**src/rtl/rv_pkg.sv**
```systemverilog
package rv_pkg;
  typedef enum logic [1:0] {
    VERD_CLEAN = 2'b00,
    VERD_CRASH = 2'b01,
    VERD_HANG  = 2'b10,
    VERD_SDC   = 2'b11
  } verdict_e;

  typedef enum logic [2:0] {
    CZ_NONE    = 3'd0,
    CZ_ALIGN   = 3'd1,
    CZ_RANGE   = 3'd2,
    CZ_DIVZERO = 3'd3,
    CZ_OVF     = 3'd4,
    CZ_ILLEGAL = 3'd5,
    CZ_SYSCALL = 3'd6
  } cause_e;

  localparam int unsigned HANG_MULT = 5;
endpackage

```
**src/rtl/rv_fault_scan.sv**
```systemverilog
module rv_fault_scan
  import rv_pkg::*;
#(
  parameter int unsigned ADDR_W = 16,
  parameter int unsigned DATA_W = 16
) (
  input  logic [ADDR_W-1:0] addr_lo,
  input  logic [ADDR_W-1:0] addr_hi,
  input  logic              mem_valid,
  input  logic [ADDR_W-1:0] mem_addr,
  input  logic [1:0]        mem_size,
  input  logic              div_valid,
  input  logic [DATA_W-1:0] div_divisor,
  input  logic              ovf_flag,
  input  logic              illegal_op,
  input  logic              syscall_err,
  output logic              hit,
  output cause_e            cause
);
  localparam int unsigned NSRC = 6;

  logic [ADDR_W-1:0] low_mask;
  logic              misal;
  logic              outside;
  logic [NSRC-1:0]   flags;

  always_comb begin
    low_mask = ADDR_W'((1 << mem_size) - 1);
    misal    = mem_valid && ((mem_addr & low_mask) != '0);
    outside  = mem_valid && ((mem_addr < addr_lo) || (mem_addr > addr_hi));
  end

  assign flags = {syscall_err, illegal_op, ovf_flag,
                  div_valid && (div_divisor == '0), outside, misal};

  // lowest index wins: loop from highest down so the last assignment sticks
  always_comb begin
    hit   = |flags;
    cause = CZ_NONE;
    for (int i = NSRC - 1; i >= 0; i--) begin
      if (flags[i]) cause = cause_e'(3'(i + 1));
    end
  end
endmodule

```
**src/rtl/rv_watchdog.sv**
```systemverilog
module rv_watchdog
  import rv_pkg::*;
#(
  parameter int unsigned CYC_W = 16
) (
  input  logic             clk,
  input  logic             rst_n,
  input  logic             en,
  input  logic             tick,
  input  logic [CYC_W-1:0] golden,
  output logic             expire
);
  localparam int unsigned LIM_W = CYC_W + 3;

  logic [LIM_W-1:0] elapsed_q;
  logic [LIM_W-1:0] limit;
  logic [LIM_W-1:0] elapsed_nx;

  assign limit      = LIM_W'(golden) * LIM_W'(HANG_MULT);
  assign elapsed_nx = (elapsed_q == '1) ? elapsed_q : elapsed_q + 1'b1;
  assign expire     = en && tick && (elapsed_nx > limit);

  always_ff @(posedge clk) begin
    if (!rst_n) elapsed_q <= '0;
    else if (en && tick) elapsed_q <= elapsed_nx;
  end
endmodule

```
**src/rtl/rv_stream_cmp.sv**
```systemverilog
module rv_stream_cmp #(
  parameter int unsigned DATA_W = 16,
  parameter int unsigned CNT_W  = 12
) (
  input  logic              clk,
  input  logic              rst_n,
  input  logic              en,
  input  logic              in_valid,
  output logic              in_ready,
  input  logic [DATA_W-1:0] word,
  input  logic [DATA_W-1:0] gold,
  input  logic [CNT_W-1:0]  golden_words,
  output logic              sdc_now
);
  localparam int unsigned N_W = CNT_W + 1;

  logic           bad_q;
  logic [N_W-1:0] seen_q;
  logic           beat;
  logic           beat_bad;
  logic [N_W-1:0] seen_nx;

  assign in_ready = en;
  assign beat     = in_valid && in_ready;
  assign beat_bad = beat && ((word != gold) || (seen_q >= N_W'(golden_words)));
  assign seen_nx  = (beat && seen_q != '1) ? seen_q + 1'b1 : seen_q;
  assign sdc_now  = bad_q || beat_bad || (seen_nx != N_W'(golden_words));

  always_ff @(posedge clk) begin
    if (!rst_n) begin
      bad_q  <= 1'b0;
      seen_q <= '0;
    end else begin
      if (beat_bad) bad_q <= 1'b1;
      seen_q <= seen_nx;
    end
  end
endmodule

```
**src/rtl/run_verdict.sv**
```systemverilog
module run_verdict
  import rv_pkg::*;
#(
  parameter int unsigned ADDR_W = 16,
  parameter int unsigned DATA_W = 16,
  parameter int unsigned CYC_W  = 16,
  parameter int unsigned CNT_W  = 12
) (
  input  logic              clk,
  input  logic              rst_n,
  input  logic [CYC_W-1:0]  cfg_golden_cycles,
  input  logic [CNT_W-1:0]  cfg_golden_words,
  input  logic [ADDR_W-1:0] cfg_addr_lo,
  input  logic [ADDR_W-1:0] cfg_addr_hi,
  input  logic              mem_valid,
  input  logic [ADDR_W-1:0] mem_addr,
  input  logic [1:0]        mem_size,
  input  logic              div_valid,
  input  logic [DATA_W-1:0] div_divisor,
  input  logic              ovf_flag,
  input  logic              illegal_op,
  input  logic              syscall_err,
  input  logic              tick,
  input  logic              run_end,
  input  logic              out_valid,
  output logic              out_ready,
  input  logic [DATA_W-1:0] out_word,
  input  logic [DATA_W-1:0] gold_word,
  output logic              verdict_valid,
  output logic [1:0]        verdict_code,
  output logic [2:0]        crash_cause
);
  logic   watching_q;
  logic   crash_hit;
  cause_e crash_id;
  logic   hang_hit;
  logic   sdc_now;

  rv_fault_scan #(.ADDR_W(ADDR_W), .DATA_W(DATA_W)) u_scan (
    .addr_lo(cfg_addr_lo), .addr_hi(cfg_addr_hi),
    .mem_valid(mem_valid), .mem_addr(mem_addr), .mem_size(mem_size),
    .div_valid(div_valid), .div_divisor(div_divisor),
    .ovf_flag(ovf_flag), .illegal_op(illegal_op), .syscall_err(syscall_err),
    .hit(crash_hit), .cause(crash_id)
  );

  rv_watchdog #(.CYC_W(CYC_W)) u_wdog (
    .clk(clk), .rst_n(rst_n), .en(watching_q), .tick(tick),
    .golden(cfg_golden_cycles), .expire(hang_hit)
  );

  rv_stream_cmp #(.DATA_W(DATA_W), .CNT_W(CNT_W)) u_cmp (
    .clk(clk), .rst_n(rst_n), .en(watching_q),
    .in_valid(out_valid), .in_ready(out_ready),
    .word(out_word), .gold(gold_word),
    .golden_words(cfg_golden_words), .sdc_now(sdc_now)
  );

  always_ff @(posedge clk) begin
    if (!rst_n) begin
      watching_q    <= 1'b1;
      verdict_valid <= 1'b0;
      verdict_code  <= VERD_CLEAN;
      crash_cause   <= CZ_NONE;
    end else if (watching_q) begin
      if (crash_hit) begin
        watching_q    <= 1'b0;
        verdict_valid <= 1'b1;
        verdict_code  <= VERD_CRASH;
        crash_cause   <= crash_id;
      end else if (hang_hit) begin
        watching_q    <= 1'b0;
        verdict_valid <= 1'b1;
        verdict_code  <= VERD_HANG;
      end else if (run_end) begin
        watching_q    <= 1'b0;
        verdict_valid <= 1'b1;
        verdict_code  <= sdc_now ? VERD_SDC : VERD_CLEAN;
      end
    end
  end
endmodule

```
**config.mk**
```make
export PLATFORM = sky130hd
export DESIGN_NAME = run_verdict
export DESIGN_NICKNAME = d
export VERILOG_FILES = /design/src/rtl/rv_pkg.sv /design/src/rtl/rv_fault_scan.sv /design/src/rtl/rv_watchdog.sv /design/src/rtl/rv_stream_cmp.sv /design/src/rtl/run_verdict.sv
export SDC_FILE = /design/constraint.sdc
export NUM_CORES = 1
export LEC_CHECK = 0
export ABC_AREA = 0
export BUFFER_PORTS_ARGS = -buffer_cell sky130_fd_sc_hd__buf_2
export CAP_MARGIN = 20
export CELL_PAD_IN_SITES_DETAIL_PLACEMENT = 1
export CELL_PAD_IN_SITES_GLOBAL_PLACEMENT = 1
export CORE_ASPECT_RATIO = 0.9
export CORE_MARGIN = 1
export CORE_UTILIZATION = 36
export CTS_BUF_LIST = sky130_fd_sc_hd__clkbuf_8
export DETAILED_ROUTE_END_ITERATION = 7
export PLACE_DENSITY_LB_ADDON = 0.1
export SLEW_MARGIN = 0
export SYNTH_ARGS = -nofsm -noshare
export SYNTH_HDL_FRONTEND = slang
export SYNTH_SLANG_ARGS = --single-unit
```
**constraint.sdc**
```tcl
create_clock -name clk -period 6 [get_ports clk]
set_input_delay 1.2 -clock clk [delete_from_list [all_inputs] [get_ports clk]]
set_output_delay 1.2 -clock clk [all_outputs]
set_load 0.02 [all_outputs]
```
==> results of run 1 <==
-- cell type report --
type,instances,area share [%]
well taps,168,3.54
multi-input cells,524,65.5
clock buffers,5,1.16
clock inverters,2,0.148
inverters,62,3.92
repair buffers,144,12.2
flip-flops and latches,40,13.5
-- critical path: cells and delay by family --
| kind | cells | cell delay [ps] |
|---|---|---|
| and+or+nand+nor | 3 | 390 |
| adders and majority gates | 4 | 1250 |
| xor gates and xnor gates | 1 | 150 |
| buffers and inverters | 1 | 110 |
| AOI/OAI and AO/OA | 10 | 2390 |
-- metal layers --
| layer | share of wire (%) | GRT usage (%) | up-vias |
|---|---|---|---|
| li1 | - | - | 2540 |
| met3 | 4.6 | 3.61 | 6 |
| met1 | 48 | 26.9 | 2273 |
| met5 | 0 | 0 | - |
| met2 | 46 | 35.9 | 70 |
| met4 | 0.52 | 2.97 | 0 |
-- per-stage QoR --
stage | util (%) | instances | area (sq um) | power [W]
6_report | 44.2 | 945 | 5930 | 0.000760
4_1_cts | 44.2 | 945 | 5930 | 0.000772
3_3_place_gp | 43.7 | 938 | 5860 | 0.000578
2_1_floorplan | - | 637 | 4970 | 0.000482
5_1_grt | 44.2 | 945 | 5930 | 0.000826
3_5_place_dp | 43.7 | 938 | 5860 | 0.000592
-- registers in the layout, summed over array words and instances (netlist names) --
name              cells
crash_cause           3
u_cmp.bad_q           1
u_cmp.seen_q         13
u_wdog.elapsed_q     19
verdict_code          2
verdict_valid         1
watching_q            1
-- power breakdown --
group | switching, W | internal (W)
combinational | 0.000163 | 0.000142
sequential | 0.00000634 | 0.000272
clock | 0.0000993 | 0.0000776
-- cell families (layout without fill, tap and decap cells) --
| kind of cell | Yosys count | in the layout | synth area share, % |
|---|---|---|---|
| XOR/XNOR | 78 | 78 | 13.7 |
| adder cells (fa/ha/maj) | 94 | 94 | 23.8 |
| AO/OA/AOI/OAI | 121 | 121 | 16.0 |
| AND/OR/NAND/NOR | 228 | 228 | 24.0 |
| multiplexers | 3 | 3 | 0.629 |
| flip-flops | 40 | 40 | 16.1 |
| buffers and inverters | 73 | 213 | 5.76 |
-- path summary, 6_finish.rpt --
| path | depth (start not counted) | from | to | slack, ps |
|---|---|---|---|---|
| worst min-delay path | 2 | verdict_valid$_SDFFE_PN0P_ | verdict_valid$_SDFFE_PN0P_ | 470 |
| worst max register to register | 14 | u_wdog.elapsed_q[9]$_SDFFE_PN0P_ | verdict_code[1]$_SDFFE_PN0P_ | 1530 |
| worst min register to register | 2 | verdict_valid$_SDFFE_PN0P_ | verdict_valid$_SDFFE_PN0P_ | 470 |
| worst max-delay path | 19 | cfg_golden_cycles[1] | verdict_code[1]$_SDFFE_PN0P_ | 730 |
-- synthesized netlist by cell type, types with 8 or more instances --
| master | n | area, sq um |
|---|---|---|
| a21o_1 | 10 | 75.1 |
| a21oi_1 | 34 | 170 |
| a31oi_1 | 9 | 56.3 |
| and3_1 | 9 | 56.3 |
| dfxtp_1 | 40 | 801 |
| ha_1 | 93 | 1160 |
| inv_1 | 61 | 229 |
| nand2_1 | 44 | 165 |
| nand2b_1 | 8 | 50.1 |
| nand3_1 | 30 | 150 |
| nand4_1 | 15 | 93.8 |
| nor2_1 | 64 | 240 |
| nor3_1 | 15 | 75.1 |
| o211ai_1 | 8 | 60.1 |
| o21ai_0 | 27 | 135 |
| xnor2_1 | 37 | 324 |
| xor2_1 | 41 | 359 |
==> summary.md, run 1 <==
| Metric | Value |
|---|---|
| Worst hold slack | `469 ps` |
| GP Congestion | `0.820` |
| Most used DFF post-synth | `dfxtp_1` |
| Unrepaired setup endpoints after global routing | `false` |
| Ant. Diodes | `0` |
| Reg clk slew, reported paths | `70 ps` |
| HP Class | `reg -> reg` |
| Clock buffer depth | `2` |
| Post-cts resize count | `0` |
| Via Count | `4889` |
| Synth unique cells | `70` |
| Setup bufs post-CTS | `0` |
| WL/cell | `14.7 um` |
| Register area | `801 sq um` |
| H-tree lvl count | `2` |
| Sum Neg Setup Slack | `0 ps` |
| Fmax | `0.190 GHz` |
| Synth warn | `0` |
| Post-cts hold buffer count | `0` |
| Avg Inst Size Synth | `7.81 sq um` |
| Setup WS post-layout | `727 ps` |
| Die ar. | `14300 sq um` |
| CP max stage cell | `a41oi_1` |
| Initial core utilization | `37.1%` |
| Fin nets | `1007` |
| Skew final | `10.3 ps` |
| Largest net degree at the start of global routing | `19` |
| First-pass GRT wire length | `24100 um` |
| IO Count | `143` |
| Most used cell, CP | `ha_1` |
| CTS tree | `done` |
| Core Area | `13400 sq um` |
| Cell row count | `40` |
| Mapped Area | `4970 sq um` |
| Async set-reset flop share out of synthesis | `0%` |
| Layout cells sized above 1 | `21.5%` |
| Multi-input logic area | `3890 sq um` |
| Hpwl dp | `12100 um` |
| Port Buffers | `142` |
| VDD IR-drop max | `0.0736 mV` |
| Post-synthesis cell count | `637` |
| Most frequent cells in the layout | `buf_2, ha_1, nor2_1, inv_1, nand2_1` |
| Worst endpoint data arrival time | `5490 ps` |
| Setup CP Type | `in -> reg` |
| Worst Path Max Fanout | `6` |
| MaxCap Viol Count | `0` |
| Fin. max-slew vios | `0` |
| Commonest non-fill, non-tap cell in the layout | `buf_2` |
| Worst EP required | `6220 ps` |
| Post-synth EDFFs | `0` |
| Sequential share of the synthesized area | `16.1%` |
| Clock root buffer | `clkbuf_8` |
| Power density over the cells | `128 nW/um^2` |
| Worst-Skew Late Latency | `300 ps` |
| Vias in the first global route | `5132` |
| Antenna Nets Post-Route | `0` |
| Fill count | `1713` |
| Initial antenna violation count | `0` |
| Crit-path cells | `buf_2 -> ha_1 -> ha_1 -> fa_1 -> a21o_1 -> a21oi_1 -> o21bai_1 -> a31oi_1 -> o21ai_0 -> o41ai_1 -> xor2_1 -> ha_1 -> nand4_1 -> nor2_1 -> o211ai_1 -> a31o_2 -> a41oi_1 -> nand3_1 -> o221ai_1` |
| Synthesized flop and latch total | `40` |
| DIE HEIGHT | `114 um` |
| Num CTS Buffers | `5` |
| Synthesis-to-finish area growth | `19.3%` |
| Fin. Hold Viols | `0` |
| Overall routing resource usage | `20.5%` |
| # DRC | `0` |
| Setup crit end kind | `flop` |
| Leak pwr | `2.95 nW` |
| Final setup vio count | `0` |
| Grt ovf | `0` |
| Slew headroom | `40.8%` |
| Status | `complete, no violations` |
| Min cycle time layout | `5270 ps` |
| Post-DR vias/cell | `5.17` |
| Fin crit share | `87.9%` |
| Worst-margin pin slew | `875 ps` |
| CP max stage delay | `430 ps` |
| Final wirelength | `13900 um` |
| DIE WIDTH | `126 um` |
| Mapped Nets | `867` |
| CTS Sinks | `40` |
| CP startpoint kind | `input port` |
| Pre-CTS setup slack | `392 ps` |
| Drt first pass iters | `4` |
| Initial DRC count | `136` |
No activity file was read; power rests on OpenSTA's default activity.
==> run 2, diff against run 1 <==
--- a/config.mk
+++ b/config.mk
@@ -11,11 +11,10 @@
 export CELL_PAD_IN_SITES_DETAIL_PLACEMENT = 1
 export CELL_PAD_IN_SITES_GLOBAL_PLACEMENT = 1
 export CORE_ASPECT_RATIO = 0.9
-export CORE_MARGIN = 1
 export CORE_UTILIZATION = 36
 export CTS_BUF_LIST = sky130_fd_sc_hd__clkbuf_8
 export DETAILED_ROUTE_END_ITERATION = 7
-export PLACE_DENSITY_LB_ADDON = 0.1
+export PLACE_DENSITY_LB_ADDON = 0.3
 export SLEW_MARGIN = 0
 export SYNTH_ARGS = -nofsm -noshare
 export SYNTH_HDL_FRONTEND = slang
==> constraint.sdc (replaced) <==
create_clock -name clk -period 6.6 [get_ports clk]
set_input_delay 1.32 -clock clk [delete_from_list [all_inputs] [get_ports clk]]
set_output_delay 1.32 -clock clk [all_outputs]
set_load 0.02 [all_outputs]
==> run 2 against run 1 <==
Register-to-register slack gained 550 ps; largest cell class unchanged; first-iteration DRC count rose by 4.4%; non-clock buffer count fell by 1; clock power is 14% higher; flip-flop and latch count is the same; worst setup slack better by 440 ps; global-route usage decreased by 0.66 points; via count up 1.4%; core utilization rose by 0.32 points; clock skew barely moved; critical path depth grew 1; hold slack better by 9.9 ps.
==> summary.md, run 2 (synthesis gave the netlist of run 1 again) <==
| Metric | Value |
|---|---|
| Final setup vio count | `0 (unchanged)` |
| Leak pwr | `2.97 nW (+0.57%)` |
| Sum Neg Setup Slack | `0 ps (unchanged)` |
| Post-cts hold buffer count | `0 (unchanged)` |
| Via Count | `4956 (+1.4%)` |
| Unrepaired setup endpoints after global routing | `false` |
| Fmax | `0.184 GHz` |
| Antenna Nets Post-Route | `0 (unchanged)` |
| MaxCap Viol Count | `0 (unchanged)` |
| DIE WIDTH | `126 um (unchanged)` |
| Largest net degree at the start of global routing | `36 (+17)` |
| Worst Path Max Fanout | `6 (unchanged)` |
| Worst-margin pin slew | `881 ps (+5.96 ps)` |
| Clock root buffer | `clkbuf_8` |
| Hpwl dp | `11900 um (-2.2%)` |
| Initial core utilization | `37.1% (unchanged)` |
| Most frequent cells in the layout | `buf_2, ha_1, nor2_1, inv_1, nand2_1` |
| Fill count | `1708 (-0.29%)` |
| IO Count | `143 (unchanged)` |
| Overall routing resource usage | `19.9% (-0.66 points)` |
| Non-Filler Instances | `945 (unchanged)` |
| Power density over the cells | `123 nW/um^2 (-4.1%)` |
| Vias in the first global route | `5201 (+1.3%)` |
| Ant. Diodes | `0 (unchanged)` |
| Die ar. | `14300 sq um (unchanged)` |
| Register area | `801 sq um (unchanged)` |
| Placed Cells | `936 (-0.21%)` |
| Total power | `0.000734 W (-3.4%)` |
| Min cycle time layout | `5430 ps` |
| Synthesis-to-finish area growth | `20.2%` |
| Multi-input logic area | `3890 sq um (unchanged)` |
| M3 GR Usage | `2.91% (-0.70 points)` |
| Initial antenna violation count | `0 (unchanged)` |
| CP startpoint kind | `input port` |
| Fin. max-slew vios | `0 (unchanged)` |
| Met1 GRT Util | `24.9% (-2.1 points)` |
| Gr busiest metal | `met2` |
| Cell row count | `40 (unchanged)` |
| Final wirelength | `13700 um (-1.6%)` |
| Port Buffers | `142 (unchanged)` |
| First-pass GRT wire length | `23500 um (-2.5%)` |
| Initial DRC count | `142 (+4.4%)` |
| VDD IR-drop max | `0.0784 mV (+6.5%)` |
| H-tree lvl count | `2 (unchanged)` |
| Layout cells sized above 1 | `21.5% (unchanged)` |
| Post-cts resize count | `0 (unchanged)` |
| Slew headroom | `41.2% (+0.39 points)` |
| Worst-Skew Late Latency | `300 ps (about the same)` |
| Worst endpoint data arrival time | `5650 ps (+160 ps)` |
| Biggest regs | `u_wdog.elapsed_q (19), u_cmp.seen_q (13), crash_cause (3)` |
| CTS tree | `done` |
| Setup crit end kind | `flop` |
| Setup bufs post-CTS | `0 (unchanged)` |
| Grt ovf | `0 (unchanged)` |
| CTS Sinks | `40 (unchanged)` |
| Worst EP required | `6810 ps (+590 ps)` |
| Setup CP Type | `in -> reg` |
| HP Class | `reg -> reg` |
| GP Congestion | `0.802 (-2.3%)` |
| Fin nets | `1006 (-0.099%)` |
| Skew final | `9.96 ps (-0.351 ps)` |
| Reg clk slew, reported paths | `80 ps (about the same)` |
| Core Area | `13400 sq um (unchanged)` |
| Fin. Hold Viols | `0 (unchanged)` |
| WL/cell | `14.5 um (-1.6%)` |
| Drt first pass iters | `6 (+2)` |
| Num CTS Buffers | `5 (unchanged)` |
| Post-DR vias/cell | `5.24 (+1.4%)` |
| # DRC | `0 (unchanged)` |
| Met2 usage | `36.8% (+0.88 points)` |
| Clock buffer depth | `2 (unchanged)` |
| Largest register FFs | `19 (unchanged)` |
| Status | `complete, no violations` |
| Fin crit share | `82.3%` |
| DIE HEIGHT | `114 um (unchanged)` |
| Most flops, register | `u_wdog.elapsed_q` |
| Commonest non-fill, non-tap cell in the layout | `buf_2` |
## run 2: cell count changes in the layout (fill, tap and decap cells not counted)
| cell | before | now |
|---|---|---|
| buf_4 | 2 | 0 |
| bufinv_16 | 0 | 1 |
| buf_16 | 0 | 1 |
## run 2: worst max-delay path, cell delays in order
cell	delay [ps]
buf_2	110
ha_1	290
ha_1	230
fa_1	410
a21o_1	180
a21oi_1	240
o21bai_1	130
a31oi_1	250
o21ai_0	210
nand2b_1	190
a31oi_1	210
xor2_1	100
ha_1	310
nand3_1	120
nor2_1	180
o211ai_1	110
a31o_2	290
a41oi_1	430
nand3_1	130
o221ai_1	210
## run 2: path summary, 6_finish.rpt
kind / startpoint / to / slack, ps / cells past startpoint
max: cfg_golden_cycles[1] / verdict_code[1]$_SDFFE_PN0P_ / 1170 / 20
min: verdict_valid$_SDFFE_PN0P_ / verdict_valid$_SDFFE_PN0P_ / 480 / 2
max reg2reg: u_wdog.elapsed_q[9]$_SDFFE_PN0P_ / verdict_code[1]$_SDFFE_PN0P_ / 2080 / 14
min reg2reg: verdict_valid$_SDFFE_PN0P_ / verdict_valid$_SDFFE_PN0P_ / 480 / 2
## run 2: where the power goes
group	switching, W	internal, W	total, W
combinational	0.000150	0.000131	0.000280
sequential	0.00000547	0.000247	0.000252
clock	0.0000907	0.000111	0.000202
## run 2: metrics by stage
step | cell area [sq um] | hold WS (ps) | worst slack (ps) | util [%]
finish | 5980 | 479 | 1170 | 44.6
global route | 5980 | 509 | 741 | 44.6
global placement | 5840 | 459 | 1180 | 43.5
detailed placement | 5840 | 459 | 901 | 43.5
floorplan | 4970 | 453 | 1610 | -
CTS | 5950 | 482 | 1200 | 44.3
## run 2: layout make-up
cell class                      count  share of cell area (%)
Sequential cell                    40                    13.4
Inverter                           62                    3.89
Clock inverter                      3                   0.649
Multi-Input combinational cell    524                    65.0
Clock buffer                        5                    1.15
Tap cell                          168                    3.52
Timing Repair Buffer              143                    12.4
## run 2: metal layers
layer / part of all wire, % / vias up / wire length [um]
met2: 50 / 79 / 6810
met1: 46 / 2326 / 6350
met5: 0 / - / 0
met3: 3.2 / 7 / 435
li1: - / 2544 / -
met4: 0.62 / 0 / 85
